[src/rtl/bsrx_pkg.sv]
package bsrx_pkg;

  typedef enum logic [2:0] {
    ST_WAIT_BREAK,
    ST_SYNC_IDLE,
    ST_SYNC_MEAS,
    ST_SYNC_STOP,
    ST_BYTE_IDLE,
    ST_BYTE_RX
  } rx_state_e;

  typedef struct packed {
    logic measClr;       // restart the period measurement counter
    logic periodLatch;   // capture the measured period
    logic loadHalf;      // arm the bit timer with half a period
    logic loadSyncStop;  // arm the bit timer to the middle of the sync stop bit
    logic shiftBit;      // shift the sampled line bit into the byte register
    logic reloadOnTick;  // bit timer reloads a full period after each tick
  } dp_ctrl_t;

endpackage

[src/rtl/bsrx_datapath.sv]
module bsrx_datapath
  import bsrx_pkg::*;
#(
  parameter int PER_W      = 13,
  parameter int MAX_PERIOD = 5000
) (
  input  logic             clk,
  input  logic             rstN,
  input  logic             rxLine,
  input  dp_ctrl_t         ctrl,
  output logic             lineBit,
  output logic             fallEdge,
  output logic             tick,
  output logic             breakHit,
  output logic [PER_W-1:0] period,
  output logic [PER_W-1:0] periodNext,
  output logic [7:0]       byteData
);

  localparam int MEAS_W = PER_W + 3;
  localparam int BRK_W  = PER_W + 4;
  localparam int CNT_W  = PER_W + 1;

  logic              lineQ, linePrev;
  logic [MEAS_W-1:0] measCnt;
  logic [PER_W-1:0]  periodReg;
  logic [BRK_W-1:0]  highRun;
  logic [BRK_W-1:0]  breakLen;
  logic [CNT_W-1:0]  downCnt;
  logic [CNT_W-1:0]  halfVal;
  logic [CNT_W-1:0]  syncVal;
  logic [7:0]        shiftReg;

  // line registering and edge detection
  always_ff @(posedge clk) begin
    if (!rstN) begin
      lineQ    <= 1'b1;
      linePrev <= 1'b1;
    end else begin
      lineQ    <= rxLine;
      linePrev <= lineQ;
    end
  end

  assign lineBit  = lineQ;
  assign fallEdge = linePrev & ~lineQ;

  // period measurement over eight bit times of the sync character
  always_ff @(posedge clk) begin
    if (!rstN) begin
      measCnt <= '0;
    end else if (ctrl.measClr) begin
      measCnt <= MEAS_W'(1);
    end else if (measCnt != '1) begin
      measCnt <= measCnt + 1'b1;
    end
  end

  assign periodNext = PER_W'(measCnt >> 3);

  always_ff @(posedge clk) begin
    if (!rstN) begin
      periodReg <= PER_W'(MAX_PERIOD);
    end else if (ctrl.periodLatch) begin
      periodReg <= periodNext;
    end
  end

  assign period = periodReg;

  // break detection: idle-high run of twelve measured periods
  assign breakLen = (BRK_W'(periodReg) << 3) + (BRK_W'(periodReg) << 2);

  always_ff @(posedge clk) begin
    if (!rstN) begin
      highRun <= '0;
    end else if (!lineQ) begin
      highRun <= '0;
    end else if (highRun != '1) begin
      highRun <= highRun + 1'b1;
    end
  end

  assign breakHit = lineQ && (highRun == breakLen);

  // bit timer
  assign halfVal = CNT_W'(periodReg >> 1);
  assign syncVal = CNT_W'(periodNext) + CNT_W'(periodNext >> 1);

  always_ff @(posedge clk) begin
    if (!rstN) begin
      downCnt <= '0;
    end else if (ctrl.loadHalf) begin
      downCnt <= halfVal;
    end else if (ctrl.loadSyncStop) begin
      downCnt <= syncVal;
    end else if (downCnt != '0) begin
      if (downCnt == CNT_W'(1) && ctrl.reloadOnTick) begin
        downCnt <= CNT_W'(periodReg);
      end else begin
        downCnt <= downCnt - 1'b1;
      end
    end
  end

  assign tick = (downCnt == CNT_W'(1));

  // byte assembly, least significant bit first
  always_ff @(posedge clk) begin
    if (!rstN) begin
      shiftReg <= '0;
    end else if (ctrl.shiftBit) begin
      shiftReg <= {lineQ, shiftReg[7:1]};
    end
  end

  assign byteData = shiftReg;

  // a break is reported once per idle run
  p_break_single_r3: assert property (@(posedge clk) disable iff (!rstN)
    breakHit |=> !breakHit);

endmodule

[src/rtl/bsrx_control.sv]
module bsrx_control
  import bsrx_pkg::*;
#(
  parameter int PER_W = 13
) (
  input  logic             clk,
  input  logic             rstN,
  input  logic             fallEdge,
  input  logic             tick,
  input  logic             lineBit,
  input  logic             breakHit,
  input  logic [PER_W-1:0] period,
  input  logic [PER_W-1:0] periodNext,
  input  logic [7:0]       byteData,
  input  logic [7:0]       nodeAddr,
  input  logic [PER_W-1:0] minPeriod,
  output dp_ctrl_t         ctrl,
  output logic             frameStart,
  output logic             dataValid,
  output logic             frameEnd
);

  localparam logic [2:0] LAST_SYNC_EDGE = 3'd4;
  localparam logic [3:0] STOP_IDX       = 4'd9;

  rx_state_e  state;
  logic [2:0] edgeCnt;
  logic [3:0] bitIdx;
  logic       addrPhase;
  logic       accepted;
  logic       rateOk;

  assign rateOk = (periodNext >= minPeriod);

  always_comb begin
    ctrl = '0;
    ctrl.reloadOnTick = (state == ST_BYTE_RX);
    case (state)
      ST_SYNC_IDLE: ctrl.measClr = fallEdge;
      ST_SYNC_MEAS: begin
        if (fallEdge && edgeCnt == LAST_SYNC_EDGE) begin
          ctrl.periodLatch  = 1'b1;
          ctrl.loadSyncStop = rateOk;
        end
      end
      ST_BYTE_IDLE: ctrl.loadHalf = fallEdge;
      ST_BYTE_RX:   ctrl.shiftBit = tick && (bitIdx != 4'd0) && (bitIdx != STOP_IDX);
      default: ;
    endcase
  end

  always_ff @(posedge clk) begin
    if (!rstN) begin
      state      <= ST_WAIT_BREAK;
      edgeCnt    <= '0;
      bitIdx     <= '0;
      addrPhase  <= 1'b0;
      accepted   <= 1'b0;
      frameStart <= 1'b0;
      dataValid  <= 1'b0;
      frameEnd   <= 1'b0;
    end else begin
      frameStart <= 1'b0;
      dataValid  <= 1'b0;
      frameEnd   <= 1'b0;
      if (breakHit) begin
        state    <= ST_SYNC_IDLE;
        frameEnd <= accepted;
        accepted <= 1'b0;
      end else begin
        case (state)
          ST_SYNC_IDLE: begin
            if (fallEdge) begin
              state   <= ST_SYNC_MEAS;
              edgeCnt <= 3'd1;
            end
          end
          ST_SYNC_MEAS: begin
            if (fallEdge) begin
              if (edgeCnt == LAST_SYNC_EDGE) begin
                state <= rateOk ? ST_SYNC_STOP : ST_WAIT_BREAK;
              end else begin
                edgeCnt <= edgeCnt + 1'b1;
              end
            end
          end
          ST_SYNC_STOP: begin
            if (tick) begin
              if (lineBit) begin
                state     <= ST_BYTE_IDLE;
                addrPhase <= 1'b1;
              end else begin
                state <= ST_WAIT_BREAK;
              end
            end
          end
          ST_BYTE_IDLE: begin
            if (fallEdge) begin
              state  <= ST_BYTE_RX;
              bitIdx <= '0;
            end
          end
          ST_BYTE_RX: begin
            if (tick) begin
              if (bitIdx == 4'd0 && lineBit) begin
                state <= ST_BYTE_IDLE;             // glitch, not a start bit
              end else if (bitIdx == STOP_IDX) begin
                if (!lineBit) begin
                  state <= ST_WAIT_BREAK;          // framing error
                end else if (addrPhase) begin
                  addrPhase <= 1'b0;
                  if (byteData == nodeAddr) begin
                    state      <= ST_BYTE_IDLE;
                    frameStart <= 1'b1;
                    accepted   <= 1'b1;
                  end else begin
                    state <= ST_WAIT_BREAK;
                  end
                end else begin
                  state     <= ST_BYTE_IDLE;
                  dataValid <= 1'b1;
                end
              end else begin
                bitIdx <= bitIdx + 1'b1;
              end
            end
          end
          default: ;
        endcase
      end
    end
  end

  // output pulses never overlap
  p_pulse_excl_r7: assert property (@(posedge clk) disable iff (!rstN)
    $onehot0({frameStart, dataValid, frameEnd}));

  // bytes only inside an accepted frame
  p_data_in_frame_r7: assert property (@(posedge clk) disable iff (!rstN)
    dataValid |-> accepted);

  // an end pulse closes a frame that was accepted
  p_end_needs_start_r7: assert property (@(posedge clk) disable iff (!rstN)
    frameEnd |-> $past(accepted));

  // acceptance only on a matching address
  p_addr_match_r4: assert property (@(posedge clk) disable iff (!rstN)
    frameStart |-> (byteData == nodeAddr));

  // acceptance only at an allowed rate
  p_rate_gate_r5: assert property (@(posedge clk) disable iff (!rstN)
    frameStart |-> (period >= minPeriod));

  // silent while waiting for a break
  p_wait_quiet_r8: assert property (@(posedge clk) disable iff (!rstN)
    (state == ST_WAIT_BREAK && $past(state) == ST_WAIT_BREAK) |-> (!frameStart && !dataValid));

endmodule

[src/rtl/baudsync_frame_rx.sv]
module baudsync_frame_rx
  import bsrx_pkg::*;
#(
  parameter int PER_W      = 13,
  parameter int MAX_PERIOD = 5000
) (
  input  logic             clk,
  input  logic             rstN,
  input  logic             rxLine,
  input  logic [7:0]       nodeAddr,
  input  logic [PER_W-1:0] minPeriod,
  output logic [7:0]       dataOut,
  output logic             dataValid,
  output logic             frameStart,
  output logic             frameEnd
);

  dp_ctrl_t         ctrl;
  logic             lineBit, fallEdge, tick, breakHit;
  logic [PER_W-1:0] period, periodNext;
  logic [7:0]       byteData;

  bsrx_datapath #(.PER_W(PER_W), .MAX_PERIOD(MAX_PERIOD)) u_dp (
    .clk        (clk),
    .rstN       (rstN),
    .rxLine     (rxLine),
    .ctrl       (ctrl),
    .lineBit    (lineBit),
    .fallEdge   (fallEdge),
    .tick       (tick),
    .breakHit   (breakHit),
    .period     (period),
    .periodNext (periodNext),
    .byteData   (byteData)
  );

  bsrx_control #(.PER_W(PER_W)) u_ctl (
    .clk        (clk),
    .rstN       (rstN),
    .fallEdge   (fallEdge),
    .tick       (tick),
    .lineBit    (lineBit),
    .breakHit   (breakHit),
    .period     (period),
    .periodNext (periodNext),
    .byteData   (byteData),
    .nodeAddr   (nodeAddr),
    .minPeriod  (minPeriod),
    .ctrl       (ctrl),
    .frameStart (frameStart),
    .dataValid  (dataValid),
    .frameEnd   (frameEnd)
  );

  assign dataOut = byteData;

endmodule

[config.mk]
export PLATFORM = sky130hd
export DESIGN_NAME = baudsync_frame_rx
export DESIGN_NICKNAME = d
export VERILOG_FILES = /design/src/rtl/bsrx_pkg.sv /design/src/rtl/bsrx_datapath.sv /design/src/rtl/bsrx_control.sv /design/src/rtl/baudsync_frame_rx.sv
export SDC_FILE = /design/constraint.sdc
export NUM_CORES = 1
export LEC_CHECK = 0
export CAP_MARGIN = 0
export CORE_UTILIZATION = 61
export CTS_CLUSTER_DIAMETER = 120
export CTS_CLUSTER_SIZE = 14
export DETAILED_ROUTE_END_ITERATION = 10
export PLACE_DENSITY = 0.81
export SLEW_MARGIN = 10
export SYNTH_ARGS = -nofsm -noshare
export SYNTH_HDL_FRONTEND = slang
export SYNTH_HIERARCHICAL = 1
export SYNTH_SLANG_ARGS = --single-unit
export TNS_END_PERCENT = 20
[constraint.sdc]
create_clock -name clk -period 5 [get_ports clk]
set_clock_uncertainty 0.15 [all_clocks]
set_input_delay 1 -clock clk [delete_from_list [all_inputs] [get_ports clk]]
set_output_delay 1 -clock clk [all_outputs]
set_load 0.05 [all_outputs]
Word level (Yosys, flattened, before mapping)

Cells that the tools add are included.

Bits in registers: 85

$add $sub $neg: 7
$lt $le $gt $ge: 1
Equal/unequal tests: 33
Mux-type cells: 46
Bitwise operators: 9
Reduce and logical (&&, ||, !) cells: 30

Operator list:

| cell                                                                     | number |
|---|---|
| 3-bit two-way mux                                                        | 15 |
| 14-bit two-way mux                                                       | 3 |
| 8-bit AND reduction                                                      | 3 |
| 1-bit two-way mux                                                        | 18 |
| 3-bit by 2-bit inequality test with 1-bit output (second input constant) | 6 |
| 16-bit by 15-bit adder with 17-bit output                                | 1 |
| 17-bit by 1-bit adder with 17-bit output (second input constant)         | 1 |
| 17-bit == test                                                           | 1 |
| 17-bit inequality test (second input constant)                           | 1 |
| 16-bit by 1-bit adder with 16-bit output (second input constant)         | 1 |
| 4-bit two-way mux                                                        | 4 |
| 16-bit inequality test (second input constant)                           | 1 |
| 3-bit one-hot mux with 5 select lines                                    | 1 |
| 13-bit by 12-bit adder with 14-bit output                                | 1 |
| 14-bit by 1-bit == test with 1-bit output (second input constant)        | 1 |
| 2-bit by 1-bit inequality test with 1-bit output (second input constant) | 7 |
| 14-bit nonzero test                                                      | 1 |
| 14-bit by 1-bit subtractor with 14-bit output (second input constant)    | 1 |
| 13-bit >= comparator                                                     | 1 |
| 12-bit two-way mux                                                       | 1 |
| 2-bit inequality test (second input constant)                            | 5 |
| 2-bit nonzero test                                                       | 5 |
| 3-bit == test (second input constant)                                    | 3 |
| 8-bit == test                                                            | 1 |
| 27 further kinds                                                         | 43 |

Depth between registers and ports, before layout

Gate-level depths: netlist of run 1.

Depth after elaboration: 9
Gate-level depth with buffers: 13

Hierarchy

Netlist of run 1, hierarchy kept.

Modules (own cells, without submodules):

| module        | times used | cells each | area each (um^2) | sequential area each (um^2) |
|---|---|---|---|---|
| bsrx_datapath | 1          | 563        | 4,792.1          | 1,401.3 |
| bsrx_control  | 1          | 182        | 1,450.1          | 300.3 |

Worst setup path before layout of run 1

No wires, ideal clock.

Kind: reg2reg
From: register u_dp.periodReg[1], in the netlist u_dp/period[1]
To: register u_ctl.accepted
Library setup time: 0.114 ns
Arrival: 3.526 ns
Required time: 4.736 ns
Setup slack: 1.210 ns
Stages on the path, launching flop included: 14
Buffers on the path: 0
Clock period less this slack: 3.790 ns
Cells stage by stage: dfxtp_1 > ha_1 > fa_1 > xor2_1 > or4_1 > a221oi_1 > o2111a_1 > o2111ai_1 > nor4_1 > inv_1 > nand2_1 > nor4_1 > and3_1 > a21o_1

Longest elaborated chain between the ends: 4

Ends and longest elaborated chain:

| item                                      | line                    | source |
|---|---|---|
| start, declared                           | bsrx_datapath.sv:26     | `logic [PER_W-1:0] periodReg;` |
| start signal, assigned                    | bsrx_datapath.sv:63     | `periodReg <= PER_W'(MAX_PERIOD);` |
| start signal, assigned                    | bsrx_datapath.sv:65     | `periodReg <= periodNext;` |
| 16-bit by 15-bit adder with 17-bit output | bsrx_datapath.sv:72     | `assign breakLen = (BRK_W'(periodReg) << 3) + (BRK_W'(periodReg) << 2);` |
| 17-bit == test                            | bsrx_datapath.sv:84     | `assign breakHit = lineQ && (highRun == breakLen);` |
| 1-bit logical AND                         | bsrx_datapath.sv:84     |  |
| named net breakHit                        | baudsync_frame_rx.sv:19 | `logic lineBit, fallEdge, tick, breakHit;` |
| 2-bit OR reduction (no line)              | n/a                     |  |
| end signal, assigned                      | bsrx_control.sv:58      | `accepted <= 1'b0;` |
| end signal, assigned                      | bsrx_control.sv:69      | `accepted <= 1'b0;` |
| end signal, assigned                      | bsrx_control.sv:115     | `accepted <= 1'b1;` |
| end, declared                             | bsrx_control.sv:30      | `logic accepted;` |

The timed path passes the listed nets, and every way through them passes these cells.
A chain may end at the register's enable or synchronous reset.

Worst setup path in the final report of run 1

Ends and elaborated chain as after synthesis.

==> flow_metrics.py, run 1 <==
metrics = {
    "critical_path": {
        "r2r-end": "u_ctl/accepted",
        "start_kind": "register",
        "worstSetupStartpoint": "u_dp/period[1]",
        "critPathKind": "reg2reg",
        "crit_arrival_ns": 3.98,
        "worstReg2RegStart": "u_dp/period[1]",
        "r2r_slack_ns": 1.14,
        "worstPathRequired_ns": 5.12,
        "crit_fanout": 7,
        "ff2ff_path_depth": 14,
        "cp-end-kind": "register",
        "endpoint": "u_ctl/accepted",
    },
    "clocking": {
        "clockRootBuffer": "clkbuf_8",
        "post_cts_buffers": 0,
        "cts_buffers": 9,
        "cts_resized": 0,
        "path_clk_slew_ns": 0.09,
        "cts_tree": "yes",
        "clk_path_buf_depth": 2,
        "postCtsHoldBufs": 0,
        "worstSkewPairLatency_ns": 0.36,
        "numClockSinks": 85,
        "h-tree-depth": 3,
    },
    "synthesis": {
        "ys_ff_latch": 85,
        "synthFlopType": "dfxtp_1",
        "ys_seq_area_share_pct": 27.26,
        "synth_area_mm2": 0.006242,
        "synthCells": 745,
        "synth_edf_count": 0,
        "synthArstFlopShare_pct": 0,
        "postSynthAreaPerCell_um2": 8.379,
        "syn-num-nets": 823,
        "yosysWarnings": 6,
        "synth.distinct_cells": 83,
    },
    "drt": {
        "drt_wl_total_um": 15020,
        "dr.pass1.iters": 7,
        "ant_nets": 0,
        "wl_per_cell_um": 16.71,
        "vias_per_cell": 6.156,
        "vias": 5534,
        "drc_errors": 0,
        "dr.first_iter.drc_count": 439,
    },
    "hold_path": {
        "min_path_type": "reg2reg",
        "min_delay_path_depth": 1,
    },
    "global_route": {
        "grt_max_degree": 27,
        "grt_pass1_vias": 5204,
        "grt-ovfl-total": 0,
        "grt_pass1_wl_um": 24340,
        "antenna_found_initial": 0,
        "grt_usage_pct": 29.41,
    },
    "sta": {
        "rsz0062_at_grt": "no",
        "fin_crit_ns": 3.862,
        "drv_slew": 0,
        "fin_hold_ws_ns": 0.3029,
        "slew_headroom_pct": 32.00,
        "finalHoldViolations": 0,
        "timing.setup.tns_ns": 0,
        "setup_violations": 0,
        "fmax_ghz": 0.2589,
        "post-route-period-util_pct": 77.25,
        "worst_pin_slew_ns": 1.006,
    },
    "place": {
        "place_congestion": 1.022,
        "dpl.hpwl_um": 11200,
        "port_buffers": 34,
    },
    "floorplanning": {
        "die_h_um": 103.2,
        "start_util_pct": 63.28,
        "die-area_mm2": 0.01064,
        "die_w_um": 103.2,
        "num_rows": 36,
        "io_pins": 35,
        "core_mm2": 0.009864,
    },
    "status": {
        "status": "finished clean",
    },
    "power_and_ir_drop": {
        "leakage_nw": 2.711,
        "p_per_area_mw_per_mm2": 275.7,
        "ir_drop_mv": 0.2847,
    },
    "job": {
        "max_cap_viol_count": 0,
    },
    "layout": {
        "antenna_cells": 0,
        "final_util_pct": 69.46,
        "drive_gt1_share_pct": 6.397,
        "nets": 839,
        "syn_to_final_growth_pct": 9.761,
        "fill_cells": 760,
    },
}
[state kept, by name, summed over array words and instances, names as in the netlist, 3 cells and up]
register	count
u_dp/byteData	8
u_ctl/bitIdx	4
u_dp/downCnt	14
u_dp/measCnt	16
u_dp/period	13
u_dp/highRun	17
u_ctl/state	3
u_ctl/edgeCnt	3
[layer usage]
layer	part of all wire [%]	global-route usage [%]	vias to the layer above	wire length (um)
li1	-	-	2680	-
met1	44	37.42	2628	6614
met2	48	48.92	182	7196
met3	5.7	5.424	44	851
met4	2.4	12.35	0	359
met5	0	0	-	0
[Yosys cell counts, types with 3 or more instances]
master,instances,area [um^2]
o21ai_0,36,180.2
nand2_1,36,135.1
a21o_1,8,60.06
nor4_1,3,18.77
dfxtp_1,85,1702
a31oi_1,8,50.05
nor2_1,82,307.8
o211ai_1,5,37.54
o211a_1,3,30.03
nand2b_1,14,87.58
nand3_1,22,110.1
mux2i_1,27,270.3
and4_1,5,43.79
ha_1,52,650.6
a32oi_1,4,35.03
or3_1,6,37.54
a211oi_1,10,75.07
nor3_1,23,115.1
a2111oi_0,4,35.03
buf_2,4,20.02
inv_1,44,165.2
nand4_1,10,62.56
xnor2_1,38,332.8
nor2b_1,25,156.4
and3_1,13,81.33
a221oi_1,3,26.28
o21a_1,6,45.04
a211o_1,3,26.28
buf_4,14,105.1
xor2_1,38,332.8
a21oi_1,27,135.1
clkbuf_1,14,52.55
or4_1,3,22.52
[area by class of cell]
class / count / area, um^2 / area share (%)
clock buffers: 10 / 127.6 / 1.863
clock inverters: 6 / 133.9 / 1.954
inverters: 45 / 168.9 / 2.465
multi-input cells: 580 / 4168 / 60.83
flip-flops and latches: 85 / 1702 / 24.84
well taps: 133 / 166.4 / 2.429
repair buffers: 40 / 385.4 / 5.625
[logic make-up (layout without fill, tap and decap cells)]
family,after synthesis,count (layout),synth area share (%)
multiplexers,28,28,4.510
buffers and inverters,80,101,5.973
adder cells (fa/ha/maj),55,55,11.24
AO/OA/AOI/OAI,157,157,17.82
AND/OR/NAND/NOR,264,264,22.53
flip-flops,85,85,27.26
XOR/XNOR,76,76,10.66
[worst min-delay path by stage]
stage,endpoint,start,slack [ns]
after floorplan,u_ctl/accepted,u_ctl/accepted,0.27
after global placement,u_ctl/accepted,u_ctl/accepted,0.28
after detailed placement,u_ctl/accepted,u_ctl/accepted,0.28
after CTS,u_ctl/accepted,u_ctl/accepted,0.30
after global routing,u_ctl/accepted,u_ctl/accepted,0.33
final,u_ctl/accepted,u_ctl/accepted,0.30
[where the power goes]
part           leakage [nW]  switching (mW)  internal (mW)
registers             0.689          0.0643          0.721
clock network         0.131           0.265          0.384
logic                  1.89           0.227          0.228
total                  2.71           0.556           1.33
[stage by stage]
step           setup WS (ns)  instances  cell area [um^2]  power (mW)
2_1_floorplan          1.210        745              6242       1.141
3_3_place_gp           1.119        883              6590       1.225
3_5_place_dp          0.9903        883              6590       1.243
4_1_cts                1.193        899              6852       1.885
5_1_grt               0.9451        899              6852       1.981
6_report               1.138        899              6852       1.889
[cells in the final DEF, fill, tap and decap left out, types with 5 or more instances in the layout]
cell             count
a211oi_1            10
a21o_1               8
a21oi_1             27
a31oi_1              8
and3_1              13
and4_1               5
buf_4                6
clkbuf_8             9
clkdlybuf4s50_1     34
dfxtp_1             85
ha_1                52
inv_1               44
mux2i_1             27
nand2_1             36
nand2b_1            14
nand3_1             22
nand4_1             10
nor2_1              82
nor2b_1             25
nor3_1              23
o211ai_1             5
o21a_1               6
o21ai_0             36
or3_1                6
xnor2_1             38
xor2_1              38
[worst max-delay path: stages, from the launching register on]
cell	delay, ns
dfxtp_1	0.46
ha_1	0.25
fa_1	0.45
xor2_1	0.15
or4_1	0.53
a221oi_1	0.22
o2111a_1	0.21
o2111ai_1	0.12
nor4_1	0.34
buf_4	0.21
inv_1	0.07
nand2_1	0.17
nor4_1	0.09
and3_1	0.20
a21o_1	0.14
Note: power is estimated with default switching activity, not from simulation.
==> run 2, diff against run 1 <==
--- a/config.mk
+++ b/config.mk
@@ -6,11 +6,11 @@
 export NUM_CORES = 1
 export LEC_CHECK = 0
 export CAP_MARGIN = 0
-export CORE_UTILIZATION = 61
+export CORE_UTILIZATION = 55
 export CTS_CLUSTER_DIAMETER = 120
 export CTS_CLUSTER_SIZE = 14
 export DETAILED_ROUTE_END_ITERATION = 10
-export PLACE_DENSITY = 0.81
+export PLACE_DENSITY = 0.77
 export SLEW_MARGIN = 10
 export SYNTH_ARGS = -nofsm -noshare
 export SYNTH_HDL_FRONTEND = slang
==> constraint.sdc (replaced) <==
create_clock -name clk -period 3.5 [get_ports clk]
set_clock_uncertainty 0.15 [all_clocks]
set_input_delay 0.7 -clock clk [delete_from_list [all_inputs] [get_ports clk]]
set_output_delay 0.7 -clock clk [all_outputs]
set_load 0.05 [all_outputs]
==> flow_metrics.py, run 2 (synthesis results as in run 1) <==
metrics = {
    "place": {
        "placed_cells": 907,
        "place_congestion": 0.8985,
        "pre_cts_slack_ns": -0.08371,
        "port_buffers": 34,
        "dpl.hpwl_um": 11450,
        "post_dp_cell_area_mm2": 0.006741,
    },
    "drt": {
        "ant_nets": 0,
        "wl_per_cell_um": 16.48,
        "vias_per_cell": 5.927,
        "drt_wl_total_um": 15260,
        "vias": 5488,
        "dr.first_iter.drc_count": 331,
        "drc_errors": 0,
        "dr.pass1.iters": 5,
    },
    "power_and_ir_drop": {
        "p_per_area_mw_per_mm2": 375.0,
        "leakage_nw": 2.815,
        "ir_drop_mv": 0.2299,
    },
    "global_route": {
        "grt_usage_pct": 26.71,
        "grt-ovfl-total": 0,
        "grt_max_degree": 23,
        "grt_pass1_vias": 5279,
        "grt_pass1_wl_um": 24780,
        "antenna_found_initial": 0,
    },
    "critical_path": {
        "cp-end-kind": "register",
        "crit_slowest_cell": "fa_1",
        "worstPathRequired_ns": 3.58,
        "r2r_slack_ns": 0.06,
        "path_cells": "ha_4, fa_1, xor2_1, or4_4, a221oi_2, o2111a_1, o2111ai_2, nor4_4, buf_4, nor2_2, o211ai_1, or3_1, a21oi_2",
        "critPathKind": "reg2reg",
        "start_kind": "register",
        "crit_fanout": 6,
        "crit_family": "simple AND/OR/NAND/NOR gates",
        "crit_arrival_ns": 3.52,
        "slowest_delay_ns": 0.50,
        "crit_buf_inv": 1,
    },
    "sta": {
        "drv_slew": 0,
        "fin_crit_ns": 3.443,
        "slew_headroom_pct": 29.78,
        "fin_ws_ns": 0.05661,
        "worst_pin_slew_ns": 1.039,
        "fmax_ghz": 0.2904,
        "setup_violations": 0,
        "timing.setup.tns_ns": 0,
        "rsz0062_at_grt": "yes",
        "finalHoldViolations": 0,
        "post-route-period-util_pct": 98.38,
    },
    "floorplanning": {
        "die_h_um": 108.5,
        "start_util_pct": 57.08,
        "die-area_mm2": 0.01178,
        "core_mm2": 0.01094,
        "io_pins": 35,
        "num_rows": 38,
        "die_w_um": 108.5,
    },
    "clocking": {
        "cts_buffers": 9,
        "h-tree-depth": 3,
        "postCtsHoldBufs": 0,
        "clockRootBuffer": "clkbuf_16",
        "cts_tree": "yes",
        "numClockSinks": 85,
        "clk_path_buf_depth": 2,
        "worstSkewPairLatency_ns": 0.34,
        "path_clk_slew_ns": 0.06,
    },
    "layout": {
        "stdcell_area_mm2": 0.007081,
        "final-seq-area_mm2": 0.001704,
        "final_util_pct": 64.75,
        "largest_register_ffs": 17,
        "fill_cells": 928,
        "final_cell_mix": "83 x dfxtp_1, 81 x nor2_1, 51 x ha_1",
        "drive_gt1_share_pct": 10.18,
        "regMostFlops": "u_dp/highRun",
        "stdcell_count": 926,
        "final_common_cell": "dfxtp_1",
        "nets": 859,
        "antenna_cells": 0,
        "multi_input_area_mm2": 0.004237,
        "syn_to_final_growth_pct": 13.43,
        "reg.largest.list": "u_dp/highRun: 17 flops, u_dp/measCnt: 16 flops, u_dp/downCnt: 14 flops",
    },
    "job": {
        "max_cap_viol_count": 0,
    },
    "hold_path": {
        "min_path_type": "reg2reg",
    },
    "status": {
        "status": "finished clean",
    },
}
[run 2: cell types whose count changed in the layout (fill, tap and decap cells not counted), sizes merged]
cell	change
bufinv	-4
clkinvlp	+1
clkinv	+3
buf	+20
clkbuf	+1
inv	-1
[run 2: area by class of cell]
cell class | count | area share [%]
inverter | 45 | 2.386
clock inverter | 5 | 0.3888
timing repair buffer | 60 | 7.563
tap | 140 | 2.474
multi-input combinational | 580 | 59.83
clock buffer | 11 | 3.287
sequential | 85 | 24.07
[run 2: worst paths after layout]
kind         cells past startpoint                to            start
min                              1   u_ctl/dataValid  u_ctl/addrPhase
min reg2reg                      1   u_ctl/dataValid  u_ctl/addrPhase
max                             13  u_ctl/edgeCnt[1]   u_dp/period[1]
max reg2reg                     13  u_ctl/edgeCnt[1]   u_dp/period[1]
[run 2: layer usage]
layer | routed length (um) | GRT usage [%] | vias to the layer above
li1 | - | - | 2723
met4 | 433 | 13.13 | 0
met2 | 7404 | 46.84 | 151
met5 | 0 | 0 | -
met1 | 6859 | 31.92 | 2582
met3 | 566 | 3.436 | 32
[run 2: per-stage QoR]
stage	power, mW	hold slack (ns)
2_1_floorplan	1.630	0.2676
3_3_place_gp	1.768	0.2927
5_1_grt	2.776	0.3249
4_1_cts	2.655	0.3062
6_report	2.655	0.3077
3_5_place_dp	1.785	0.2973
[run 2: timing repair]
| item | CTS | global route |
|---|---|---|
| setup buffers | 2 | 1 |
| pin swaps | 6 | 3 |
| gates resized for setup | 10 | 5 |
| setup endpoints to repair | 3 | 11 |
[run 2: worst reg2reg max path: cells and delay by family, from the launching register on]
family | cells | cell delay [ns]
xor+xnor | 1 | 0.16
flops | 1 | 0.34
simple gates | 4 | 0.98
fa+ha+maj | 2 | 0.66
buf+inv | 1 | 0.18
compound gates | 5 | 0.86
[run 2: power by group]
group | internal (mW) | switching, mW
Sequential | 1.03 | 0.0944
Combinational | 0.330 | 0.333
Clock | 0.476 | 0.390
